**src/rtl/kwt_pkg.sv**
```systemverilog
package kwt_pkg;
   // Stall causes kept apart so each can be cleared on its own.
   typedef struct packed {
      logic key;
      logic draw;
   } stall_src_t;

   localparam stall_src_t STALL_NONE = '{key: 1'b0, draw: 1'b0};
endpackage

```
**src/rtl/kwt_key_frontend.sv**
```systemverilog
module kwt_key_frontend #(
   parameter int NUM_KEYS    = 16,
   parameter int SYNC_STAGES = 2,
   parameter int IDX_W       = $clog2(NUM_KEYS)
) (
   input  logic                clk,
   input  logic                rst_n,
   input  logic [NUM_KEYS-1:0] key_lvl,
   output logic [NUM_KEYS-1:0] key_now,
   output logic                rel_any,
   output logic [IDX_W-1:0]    rel_code
);
   logic [NUM_KEYS-1:0] stg [SYNC_STAGES];
   logic [NUM_KEYS-1:0] key_prev;
   logic [NUM_KEYS-1:0] rel_vec;

   for (genvar s = 0; s < SYNC_STAGES; s++) begin : g_sync
      if (s == 0) begin : g_first
         always_ff @(posedge clk or negedge rst_n) begin
            if (!rst_n) stg[s] <= '0;
            else        stg[s] <= key_lvl;
         end
      end else begin : g_next
         always_ff @(posedge clk or negedge rst_n) begin
            if (!rst_n) stg[s] <= '0;
            else        stg[s] <= stg[s-1];
         end
      end
   end

   assign key_now = stg[SYNC_STAGES-1];

   always_ff @(posedge clk or negedge rst_n) begin
      if (!rst_n) key_prev <= '0;
      else        key_prev <= key_now;
   end

   assign rel_vec = key_prev & ~key_now;
   assign rel_any = |rel_vec;

   // Lowest index wins: scan downward so the last hit is the smallest.
   always_comb begin
      rel_code = '0;
      for (int k = NUM_KEYS - 1; k >= 0; k--) begin
         if (rel_vec[k]) rel_code = IDX_W'(k);
      end
   end
endmodule

```
**src/rtl/kwt_countdown.sv**
```systemverilog
module kwt_countdown #(
   parameter int TMR_W = 8
) (
   input  logic             clk,
   input  logic             rst_n,
   input  logic             tick,
   input  logic             load,
   input  logic [TMR_W-1:0] load_val,
   output logic [TMR_W-1:0] count
);
   localparam logic [TMR_W-1:0] ONE = TMR_W'(1);

   always_ff @(posedge clk or negedge rst_n) begin
      if (!rst_n)                   count <= '0;
      else if (load)                count <= load_val;
      else if (tick && count != '0) count <= count - ONE;
   end
endmodule

```
**src/rtl/kwt_stall_ctrl.sv**
```systemverilog
module kwt_stall_ctrl
   import kwt_pkg::*;
#(
   parameter int IDX_W = 4
) (
   input  logic             clk,
   input  logic             rst_n,
   input  logic             soft_rst,
   input  logic             kw_exec,
   input  logic             rel_any,
   input  logic [IDX_W-1:0] rel_code,
   input  logic             draw_cmd,
   input  logic             draw_wait_en,
   input  logic             frame_tick,
   output stall_src_t       src,
   output logic             key_write,
   output logic [IDX_W-1:0] key_code
);
   logic             cap_vld;
   logic [IDX_W-1:0] cap_code;
   logic             take_rel;

   assign take_rel = src.key && rel_any && !soft_rst;

   always_ff @(posedge clk or negedge rst_n) begin
      if (!rst_n) begin
         src      <= STALL_NONE;
         cap_vld  <= 1'b0;
         cap_code <= '0;
      end else begin
         // key wait cause
         if (soft_rst)                src.key <= 1'b0;
         else if (take_rel)           src.key <= 1'b0;
         else if (kw_exec && !cap_vld) src.key <= 1'b1;
         // draw wait cause: a new draw outranks a coincident tick
         if (soft_rst)                       src.draw <= 1'b0;
         else if (draw_cmd && draw_wait_en)  src.draw <= 1'b1;
         else if (frame_tick)                src.draw <= 1'b0;
         // captured code
         if (take_rel) begin
            cap_vld  <= 1'b1;
            cap_code <= rel_code;
         end else if (kw_exec && cap_vld) begin
            cap_vld  <= 1'b0;
         end
      end
   end

   assign key_write = kw_exec && cap_vld;
   assign key_code  = cap_code;
endmodule

```
**src/rtl/keywait_timer.sv**
```systemverilog
module keywait_timer
   import kwt_pkg::*;
#(
   parameter int NUM_KEYS    = 16,
   parameter int TMR_W       = 8,
   parameter int SYNC_STAGES = 2,
   localparam int IDX_W      = $clog2(NUM_KEYS)
) (
   input  logic                clk,
   input  logic                rst_n,
   input  logic                soft_rst,
   input  logic [NUM_KEYS-1:0] key_lvl,
   input  logic                frame_tick,
   input  logic [TMR_W-1:0]    reg_val,
   input  logic                ld_delay,
   input  logic                ld_sound,
   input  logic                kw_exec,
   input  logic                draw_cmd,
   input  logic                draw_wait_en,
   output logic                key_hit,
   output logic [TMR_W-1:0]    delay_cnt,
   output logic                sound_on,
   output logic [IDX_W-1:0]    key_code,
   output logic                key_write,
   output logic                stall
);
   if (NUM_KEYS < 2 || NUM_KEYS != (1 << IDX_W)) begin : g_bad_keys
      $error("NUM_KEYS must be a power of two, at least 2");
   end
   if (TMR_W < IDX_W) begin : g_bad_width
      $error("TMR_W must cover the key index width");
   end
   if (SYNC_STAGES < 2) begin : g_bad_sync
      $error("SYNC_STAGES must be at least 2");
   end

   logic [NUM_KEYS-1:0] key_now;
   logic                rel_any;
   logic [IDX_W-1:0]    rel_code;
   logic [TMR_W-1:0]    sound_cnt;
   stall_src_t          src;

   kwt_key_frontend #(
      .NUM_KEYS(NUM_KEYS), .SYNC_STAGES(SYNC_STAGES), .IDX_W(IDX_W)
   ) u_keys (
      .clk(clk), .rst_n(rst_n), .key_lvl(key_lvl),
      .key_now(key_now), .rel_any(rel_any), .rel_code(rel_code)
   );

   kwt_countdown #(.TMR_W(TMR_W)) u_delay (
      .clk(clk), .rst_n(rst_n), .tick(frame_tick), .load(ld_delay),
      .load_val(reg_val), .count(delay_cnt)
   );

   kwt_countdown #(.TMR_W(TMR_W)) u_sound (
      .clk(clk), .rst_n(rst_n), .tick(frame_tick), .load(ld_sound),
      .load_val(reg_val), .count(sound_cnt)
   );

   kwt_stall_ctrl #(.IDX_W(IDX_W)) u_stall (
      .clk(clk), .rst_n(rst_n), .soft_rst(soft_rst), .kw_exec(kw_exec),
      .rel_any(rel_any), .rel_code(rel_code), .draw_cmd(draw_cmd),
      .draw_wait_en(draw_wait_en), .frame_tick(frame_tick),
      .src(src), .key_write(key_write), .key_code(key_code)
   );

   assign key_hit  = key_now[reg_val[IDX_W-1:0]];
   assign sound_on = |sound_cnt;
   assign stall    = src.key | src.draw;
endmodule

```
**config.mk**
```make
export PLATFORM = sky130hd
export DESIGN_NAME = keywait_timer
export DESIGN_NICKNAME = d
export VERILOG_FILES = /design/src/rtl/kwt_pkg.sv /design/src/rtl/kwt_key_frontend.sv /design/src/rtl/kwt_countdown.sv /design/src/rtl/kwt_stall_ctrl.sv /design/src/rtl/keywait_timer.sv
export SDC_FILE = /design/constraint.sdc
export NUM_CORES = 1
export LEC_CHECK = 0
export BUFFER_PORTS_ARGS = -buffer_cell sky130_fd_sc_hd__buf_2
export CORE_MARGIN = 5
export CORE_UTILIZATION = 52
export CTS_BUF_LIST = sky130_fd_sc_hd__clkbuf_16
export DETAILED_ROUTE_END_ITERATION = 6
export PLACE_DENSITY = 0.73
export SYNTH_ARGS = -nofsm -noshare
export SYNTH_HDL_FRONTEND = slang
export SYNTH_SLANG_ARGS = --single-unit
```
**constraint.sdc**
```tcl
create_clock -name clk -period 3.9 [get_ports clk]
set_input_delay 0.195 -clock clk [delete_from_list [all_inputs] [get_ports clk]]
set_output_delay 0.195 -clock clk [all_outputs]
set_load 0.05 [all_outputs]
```
# --- Word-level counts from Yosys, hierarchy flattened ---
# Cells that the tools add are included.
totals:
  reg_bits: 71
  in_bits: 33
  output_inout_bits: 16
  word_cells: 63
op_classes:
  n_addsub: 2
  magnitude_cmp: 1
  n_mux: 30
  bitwise_logic: 3
  reduce_logical: 18
ops:
  columns: ["op", "count"]
  rows:
  - ["2-to-1 mux 4 bit", 16]
  - ["2-to-1 mux 8 bit", 4]
  - ["bitwise AND 16 bit", 1]
  - ["inverter 16 bit", 1]
  - ["nonzero test 8 bit", 2]
  - ["OR reduction 16 bit", 1]
  - ["subtractor 8 x 1 -> 8 bit (second input constant)", 2]
  - ["2-to-1 mux 1 bit", 9]
  - ["OR reduction 8 bit", 1]
  - ["logical AND 1 bit", 7]
  - ["nonzero test 2 bit", 3]
  - ["nonzero test 3 bit", 2]
  - ["< comparator 4 x 5 -> 1 bit (second input constant)", 1]
  - ["binary-select mux 1 bit (select 4 bit)", 1]
  - ["logical NOT 1 bit", 2]
  - ["bitwise OR 1 bit", 1]

# --- Longest topological paths before layout ---
# Gate-level depths: netlist of the first run.
depth:
  depth_word: 18
  ltp_mapped: 8
  mapped_depth_nobuf: 7

# --- Hierarchy ---
# From an unflattened synthesis of the first run, not the netlist that was laid out.
unflattened:
  hier_cells: 264
  hier_area_um2: 3139.3
by_module_without_submodules:
  columns: ["module", "instances", "cells_each", "area_per_inst_um2"]
  rows:
  - ["kwt_key_frontend", 1, 112, 1609.0]
  - ["kwt_countdown", 2, 60, 540.5]
  - ["kwt_stall_ctrl", 1, 21, 291.5]
  - ["keywait_timer", 1, 11, 157.7]

# --- Worst setup path after synthesis of the first run ---
# No wires, ideal clock.
synth_path:
  path_kind: "reg-to-reg"
  start: "reg u_delay.count[0]"
  end: "reg u_delay.count[7]"
  arrival_ns: 1.991
  slack_ns: 1.777
  stages_incl_launch_ff: 8
  path_buffers: 0
  synth_period_minus_slack_ns: 2.123
  cell_sequence: "dfrtp_1 > inv_1 > ha_1 > or4b_1 > o21ai_1 > nor4_1 > xnor2_1 > o21ai_1"
synth_via:
  elab_chain_len: 3
  elab_cells_between_ends: 6
  cone_classes: "add/sub (1); mux (2); reduce/logical (3)"
synth_rtl:
  columns: ["item", "line", "rtl"]
  rows:
  - ["from (decl)", "kwt_countdown.sv:9", "output logic [TMR_W-1:0] count"]
  - ["from (signal assigned)", "kwt_countdown.sv:15", "else if (load) count <= load_val;"]
  - ["from (signal assigned)", "kwt_countdown.sv:16", "else if (tick && count != '0) count <= count - ONE;"]
  - ["subtractor 8 x 1 -> 8 bit or nonzero test 8 bit (tied branches)", "kwt_countdown.sv:16", null]
  - ["2-to-1 mux 8 bit or logical AND 1 bit (tied branches)", "kwt_countdown.sv:16", null]
  - ["2-to-1 mux 8 bit or nonzero test 2 bit (tied branches)", null, null]
# Several ways; a longest one is shown, not always the timed one. The select of a mux whose other input is x is not followed.
# A chain may end at the register's enable or synchronous reset.

# --- Worst setup path in the final report of the first run ---
layout_path:
  start: "reg u_sound.count[2]"
  end: "out sound_on"
layout_via:
  elab_chain_len: 1
layout_rtl:
  columns: ["item", "line", "rtl"]
  rows:
  - ["from (decl)", "kwt_countdown.sv:9", null]
  - ["from (signal assigned)", "kwt_countdown.sv:15", null]
  - ["from (signal assigned)", "kwt_countdown.sv:16", null]
  - ["OR reduction 8 bit", "keywait_timer.sv:68", "assign sound_on = |sound_cnt;"]
  - ["to (decl)", "keywait_timer.sv:22", "output logic sound_on,"]
# Every way passes these cells.

==> results of run 1 <==
[cell type report]
cell class                      count  area [µm²]  area share (%)
Tap cell                           70        87.6            2.46
Multi-Input combinational cell    142         988            27.7
Clock buffer                        9         225            6.32
Inverter                            8        30.0           0.843
Sequential cell                    71        1780            49.9
Timing Repair Buffer               65         408            11.4
Clock inverter                      7        47.5            1.33
[power breakdown]
part,switching [mW],leakage (nW),internal (mW)
Combinational,0.193,0.610,0.110
Sequential,0.0427,0.841,0.797
Clock,0.304,0.123,0.428
[worst paths after layout]
check	to	start
worst max-delay path	sound_on	u_sound.count[2]$_DFFE_PN0P_
worst min-delay path	u_keys.stg[20]$_DFF_PN0_	rst_n
worst max register to register	u_delay.count[3]$_DFFE_PN0P_	u_delay.count[0]$_DFFE_PN0P_
worst min register to register	u_keys.key_now[14]$_DFF_PN0_	u_keys.stg[30]$_DFF_PN0_
max in group asynchronous	u_stall.src[0]$_DFFE_PN0P_	rst_n
min in group clk	u_stall.cap_vld$_DFFE_PN0P_	kw_exec
[cells by family after synthesis]
family	count (synthesis)
muxes	9
buffers and inverters	12
xor gates and xnor gates	14
adders and majority gates	4
AOI/OAI and AO/OA	36
and+or+nand+nor	79
DFF	71
[metal layers]
metal | part of all wire [%] | global-route usage (%) | routed length (µm)
met5 | 0 | 0 | 0
met4 | 2.0 | 8.33 | 104
met3 | 6.0 | 5.23 | 316
met2 | 48 | 26.7 | 2540
met1 | 44 | 21.8 | 2340
[worst max-delay path, delay by kind of cell, from the launching register on]
kind	cells	cell delay [ns]
flops	1	0.42
buf+inv	1	0.22
simple gates	2	0.94
[layout by cell type (no fill, tap or decap), drive strengths merged, types with 3 or more instances in the layout]
cell,count
a21oi,7
dlygate4sd3,16
xnor2,11
clkinvlp,3
mux4,5
clkinv,4
clkbuf,9
a211oi,3
nand3,4
buf,49
inv,8
nor4,10
nor2b,16
nor2,11
ha,4
mux2,4
nand2,20
dfrtp,71
o21ai,16
xor2,3
nand2b,8
[flip-flops by register name, summed over array words and instances, names as in the netlist]
register and cells:
u_sound.count 8, u_stall.src 2, u_keys.key_now 16, u_delay.count 8, u_stall.key_code 4, u_stall.cap_vld 1, u_keys.key_prev 16, u_keys.stg 16
==> impl_metrics.ini, run 1 <==
[synth]
synth.distinct_cells = 41
synth_edf_count = 0
synth_top_area_share_pct = 63.1
ys_ff_latch = 71
netlist_area_mm2 = 0.00282
seq_area_frac_synth_pct = 63.1
synth-adder-area-share_pct = 1.78
synthCells = 225
ys_async_sr_fraction_pct = 100
synth_area_leaders = dfrtp_1, mux4_2, nor2b_1
synth-xor-area-share_pct = 4.35
syn_nets = 262
synth_most_common_cell = dfrtp_1
synth.avg_cell_area_um2 = 12.5
ys.flop_type = dfrtp_1
yosys.area_share.simple_pct = 15.4
yosysTopAreaCell = dfrtp_1
yosys_warnings = 0
synth-compound-area-share_pct = 7.95
yosys-mux-area-fraction_pct = 5.60
synthTopCellsByCount = dfrtp_1, nand2_1, nor2b_1, o21ai_1
synth_top_family_by_area = simple AND/OR/NAND/NOR gates

[place]
gp_congestion = 0.789
place_area_mm2 = 0.00313
place_ws_ns = 1.83
io_buffers = 48
place_inst = 340
dp_hpwl_mm = 3.68

[power_and_ir_drop]
ir_worst_vdd_mv = 0.412
leakage_nw = 1.57
p_total_mw = 1.87
p_per_area_mw_per_mm2 = 526

[cts]
cts_tree = yes
postCtsSetupRepairBufs = 0
numCtsBuffers = 9
cts-resized-gates = 0
ctsHtreeMaxLevel = 3
ctsHoldBuffers = 16
clock_sinks = 71
clock_path_buffers = 2
clk_latency_ns = 0.33
clkSlewWorstSetupHoldPaths_ns = 0.06
cts_root_buffer = clkbuf_16

[timing]
worst_pin_slew_ns = 0.888
setup_tns_ns = 0
fmax_ghz = 0.473
timing.hold.ws_ns = -0.00756
skew_ns = 0.00620
fin_crit_sh_pct = 54.2
setup_viol = 0
relSlewSlack_pct = 40.8
drv_slew = 0
fin_crit_ns = 2.11
layout_setup_ws_ns = 1.79
rsz0062_at_grt = false
final-hold-violation-count = 16

[route]
wl_per_cell_um = 14.3
via_count = 1904
drtIter0Drc = 79
ant_nets = 0
wirelength_mm = 5.30
drc = 0
viasPerCell = 5.12
first_pass_iters = 4

[critical_path]
critical_path_class = reg2out
regToRegSetupSlack_ns = 1.79
end_kind = output pin
crit_chain = or4_4, or4_1, buf_2
cp.arrival_ns = 1.92
crit_slowest_cell = or4_4
reg2regPathDepth = 7
critical_path_peak_fanout = 5
max_stage_delay_ns = 0.55
crit_required_ns = 3.70
startpoint_type = flip-flop

[global_routing]
grt_max_degree = 43
grt_overflow = 0
grt_usage_pct = 17.1
grt_pass1_vias = 1943
antenna_found_initial = 0
grt_pass1_wl_mm = 9.36

[die]
core_area_mm2 = 0.00517
die_w_um = 83.6
io_pins = 49
rows = 26
dieArea_mm2 = 0.00699
die_y_um = 83.6
start_util_pct = 54.5

[finish]
fin_util_pct = 68.9
fillers = 380
final_net_count = 334
stdcell_count = 372
final_area_mm2 = 0.00356
n_antenna_cell = 0
drive_above_1_share_pct = 24.8
area_growth_pct = 26.5

[run_status]
failed_checks = negative hold slack
outcome = finished with violations

[worst_hold_path]
hold_class = in2async

[run]
maxCapViolations = 0
Power figures use the tool's default switching activity.
==> inputs of run 2 (changes only) <==
Clock period 3.9 ns to 2.1 ns, I/O delays scaled along.
==> run 2 against run 1 <==
- the flow now finishes without violations
- sequential share of layout area shrank 1.7 points
- combinational power grew 94%
- routed wire length grew 1.6%
- utilization grew 2.4 points
- total power grew 100%
- global-route usage shrank 0.97 points
- sequential cell count is the same
- die area is the same
- design area grew 3.5%
- largest power group is now the clock network
==> impl_metrics.ini, run 2 (synthesis gave the netlist of run 1 again) <==
[route]
via_count = 1914
wl_per_cell_um = 14.2
viasPerCell = 5.06
drc = 0
ant_nets = 0
wirelength_mm = 5.39
first_pass_iters = 4
drtIter0Drc = 98

[finish]
n_antenna_cell = 0
fin_util_pct = 71.3
fillers = 368
area_growth_pct = 30.9
final_area_mm2 = 0.00369
layout_commonest_cell = dfrtp_1
final_net_count = 340
drive_above_1_share_pct = 26.3
final_cell_mix = dfrtp_1, buf_2, nand2_1

[global_routing]
grt_overflow = 0
antenna_found_initial = 0
grt_pass1_wl_mm = 8.91
grt_usage_pct = 16.2
grt_max_degree = 72
grt_pass1_vias = 1950

[critical_path]
critPathMostFrequentCell = mux4_2
max_stage_delay_ns = 0.51
critical_path_class = reg2out
end_kind = output pin
cp.arrival_ns = 1.93
cp_top_family = multiplexers
crit_chain = mux4_2, mux4_2, buf_2
crit_slowest_cell = mux4_2
startpoint_type = flip-flop
critical_path_peak_fanout = 3
crit_required_ns = 2.00
crit_buf_inv = 1

[power_and_ir_drop]
p_per_area_mw_per_mm2 = 1020
ir_worst_vdd_mv = 1.01
leakage_nw = 1.64

[run_status]
outcome = finished, final reports clean

[cts]
clkSlewWorstSetupHoldPaths_ns = 0.06
clk_latency_ns = 0.32
clock_path_buffers = 2
numCtsBuffers = 9
ctsHtreeMaxLevel = 3
cts-resized-gates = 0
cts_root_buffer = clkbuf_16
cts_tree = yes
clock_sinks = 71
ctsHoldBuffers = 19
postCtsSetupRepairBufs = 0

[run]
maxCapViolations = 0

[timing]
fin_crit_ns = 2.04
layout_setup_ws_ns = 0.0635
setup_tns_ns = 0
timing.hold.ws_ns = 0.0120
setup_viol = 0
relSlewSlack_pct = 63.4
skew_ns = 0.00337
worst_pin_slew_ns = 0.545
drv_slew = 0
final-hold-violation-count = 0
fin_crit_sh_pct = 97.0
fmax_ghz = 0.491
rsz0062_at_grt = false

[die]
core_area_mm2 = 0.00517
dieArea_mm2 = 0.00699
start_util_pct = 54.5
rows = 26
die_y_um = 83.6
die_w_um = 83.6
io_pins = 49

[place]
gp_congestion = 0.801
place_area_mm2 = 0.00317
place_ws_ns = 0.123
dp_hpwl_mm = 3.71
io_buffers = 48

[worst_hold_path]
hold_class = in2reg
## run 2: changes by cell type in the layout (fill, tap and decap cells not counted), sizes merged
cell	delta
clkinvlp	-2
dlygate4sd3	+3
bufinv	+2
clkinv	-2
inv	+2
buf	+3
## run 2: worst register-to-register path, cell delays in order (launching register included)
cell,delay (ns)
dfrtp_1,0.40
or4_4,0.53
o41a_1,0.46
nand3_1,0.16
xnor2_1,0.07
mux2_2,0.25
## run 2: layout make-up
cell class | count | area (µm²) | share of cell area [%]
tap | 70 | 87.6 | 2.38
inverter | 8 | 30.0 | 0.814
clock buffer | 9 | 225 | 6.11
timing repair buffer | 71 | 473 | 12.8
clock inverter | 7 | 103 | 2.78
sequential | 71 | 1780 | 48.2
multi-input combinational | 142 | 992 | 26.9
## run 2: worst paths after layout
check | slack (ns) | startpoint | depth (start not counted) | to
hold / removal | 0.01 | reg_val[6] | 3 | u_delay.count[6]$_DFFE_PN0P_
hold reg to reg | 0.35 | u_keys.stg[25]$_DFF_PN0_ | 0 | u_keys.key_now[9]$_DFF_PN0_
setup reg to reg | 0.13 | u_sound.count[5]$_DFFE_PN0P_ | 5 | u_sound.count[7]$_DFFE_PN0P_
setup / recovery | 0.06 | u_keys.key_now[3]$_DFF_PN0_ | 3 | key_hit
max in group asynchronous | 1.48 | rst_n | 3 | u_sound.count[6]$_DFFE_PN0P_
min in group asynchronous | 0.33 | rst_n | 3 | u_keys.stg[20]$_DFF_PN0_
## run 2: metal layers
layer	share of wire [%]	global-route usage [%]	up-vias	wire, µm
li1	-	-	943	-
met1	45	20.2	918	2440
met2	48	25.5	40	2570
met3	4.6	4.05	13	247
met4	2.3	9.36	0	125
met5	0	0	-	0
## run 2: per-stage QoR
step | power, mW | std cells
floorplan | 1.96 | 225
global placement | 2.13 | 343
detailed placement | 2.14 | 343
CTS | 3.80 | 378
global route | 3.91 | 378
finish | 3.76 | 378
## run 2: power breakdown
part / total (mW) / leakage (nW) / switching [mW] / internal [mW]
registers: 1.55 / 0.841 / 0.0745 / 1.48
logic: 0.589 / 0.643 / 0.370 / 0.219
clock network: 1.62 / 0.157 / 0.568 / 1.05
==> inputs of run 3 (changes only) <==
Settings changed: GPL_TIMING_DRIVEN set to 0, PLACE_DENSITY 0.73 to 0.75.
==> run 3 against run 2 <==
- global-route usage up 1.7 points
- sequential share of layout area grew 0.51 points
- worst setup slack better by 0.014 ns
- largest power group is now sequential cells
- sequential cell count unchanged
- count of clock-buffer cells in the layout unchanged
- die area stayed put
- highest routed layer unchanged
- via count up 1.9%
- critical endpoint unchanged
- sequential power barely moved
==> impl_metrics.ini, run 3 (synthesis gave the netlist of run 1 again) <==
[run_status]
outcome = finished, final reports clean

[place]
io_buffers = 47
dp_hpwl_mm = 3.66
gp_congestion = 0.841
place_inst = 342

[global_routing]
grt_usage_pct = 17.9
antenna_found_initial = 0
grt_overflow = 0
grt_max_degree = 72
grt_pass1_vias = 2120
grt_pass1_wl_mm = 9.96

[critical_path]
critical_path_class = reg2out
cp.arrival_ns = 1.92
startpoint_type = flip-flop
critical_path_peak_fanout = 3
crit_required_ns = 2.00
end_kind = output pin

[route]
drc = 0
wirelength_mm = 5.58
ant_nets = 0
via_count = 1950
first_pass_iters = 4
viasPerCell = 5.17
drtIter0Drc = 104
wl_per_cell_um = 14.8

[timing]
fin_crit_sh_pct = 96.3
final-hold-violation-count = 0
setup_viol = 0
rsz0062_at_grt = false
worst_pin_slew_ns = 0.847
skew_ns = 0.00628
drv_slew = 0
relSlewSlack_pct = 43.5
setup_tns_ns = 0
fin_crit_ns = 2.02
fmax_ghz = 0.494

[cts]
postCtsSetupRepairBufs = 0
clock_path_buffers = 2
clkSlewWorstSetupHoldPaths_ns = 0.06
numCtsBuffers = 9
ctsHtreeMaxLevel = 3
clk_latency_ns = 0.32
cts_tree = yes
clock_sinks = 71
cts_root_buffer = clkbuf_16

[power_and_ir_drop]
p_per_area_mw_per_mm2 = 997
ir_worst_vdd_mv = 0.764
p_total_mw = 3.64
leakage_nw = 1.62

[die]
dieArea_mm2 = 0.00699
die_y_um = 83.6
io_pins = 49
core_area_mm2 = 0.00517
start_util_pct = 54.5
die_w_um = 83.6
rows = 26

[finish]
drive_above_1_share_pct = 25.1
area_growth_pct = 29.5
n_antenna_cell = 0
layout_commonest_cell = dfrtp_1
fillers = 379
final_net_count = 339
stdcell_count = 377
final_cell_mix = dfrtp_1, buf_2, nand2_1

[worst_hold_path]
hold_class = in2reg

[run]
maxCapViolations = 0
==> run 3: layout make-up <==
cell class,instances,area [µm²],area share (%)
Buffer,4,22.5,0.617
Inverter,8,30.0,0.823
Timing Repair Buffer,66,428,11.7
Multi-Input combinational cell,142,1000,27.4
Clock inverter,7,78.8,2.16
Clock buffer,9,225,6.17
Tap cell,70,87.6,2.40
Sequential cell,71,1780,48.7
==> run 3: path summary, 6_finish.rpt <==
kind	slack, ns	cells after the start	from	to
worst max-delay path	0.08	3	u_keys.key_now[2]$_DFF_PN0_	key_hit
worst min-delay path	0.01	3	reg_val[5]	u_delay.count[5]$_DFFE_PN0P_
worst max register to register	0.10	6	u_sound.count[2]$_DFFE_PN0P_	u_sound.count[3]$_DFFE_PN0P_
worst min register to register	0.35	0	u_keys.stg[23]$_DFF_PN0_	u_keys.key_now[7]$_DFF_PN0_
max in group asynchronous	1.11	2	rst_n	u_stall.src[0]$_DFFE_PN0P_
min in group asynchronous	0.44	2	rst_n	u_keys.stg[26]$_DFF_PN0_
==> run 3: per-stage QoR <==
stage | setup WS [ns] | hold WS [ns] | util (%) | cell area [µm²]
floorplan | 0.0733 | -0.191 | - | 2820
global placement | 0.135 | 0.213 | 60.8 | 3140
detailed placement | 0.115 | 0.214 | 60.8 | 3150
CTS | 0.0605 | 0.00639 | 70.4 | 3640
global route | 0.0129 | 0.0277 | 70.5 | 3650
finish | 0.0772 | 0.0109 | 70.5 | 3650
==> run 3: critical path, stage by stage, from the launching register on <==
cell and delay [ns]:
dfrtp_1 0.40, mux4_2 0.49, mux4_2 0.48, buf_2 0.23
==> run 3: metal layers <==
layer,track usage (%),wire length (µm),vias up
li1,-,-,951
met1,22.9,2410,937
met2,29.1,2820,55
met3,3.95,267,7
met4,8.19,81,0
met5,0,0,-
==> run 3: power breakdown <==
group          switching, mW  total (mW)  internal, mW
clock network          0.567        1.50         0.932
registers             0.0835        1.56          1.48
logic                  0.363       0.575         0.211
total                   1.01        3.64          2.62
==> run 3: what timing repair did <==
item | in CTS | in global routing
hold buffers | 19 | 0
setup endpoints to repair | 0 | 1
resized for setup | 0 | 1
hold endpoints to repair | 90 | 0
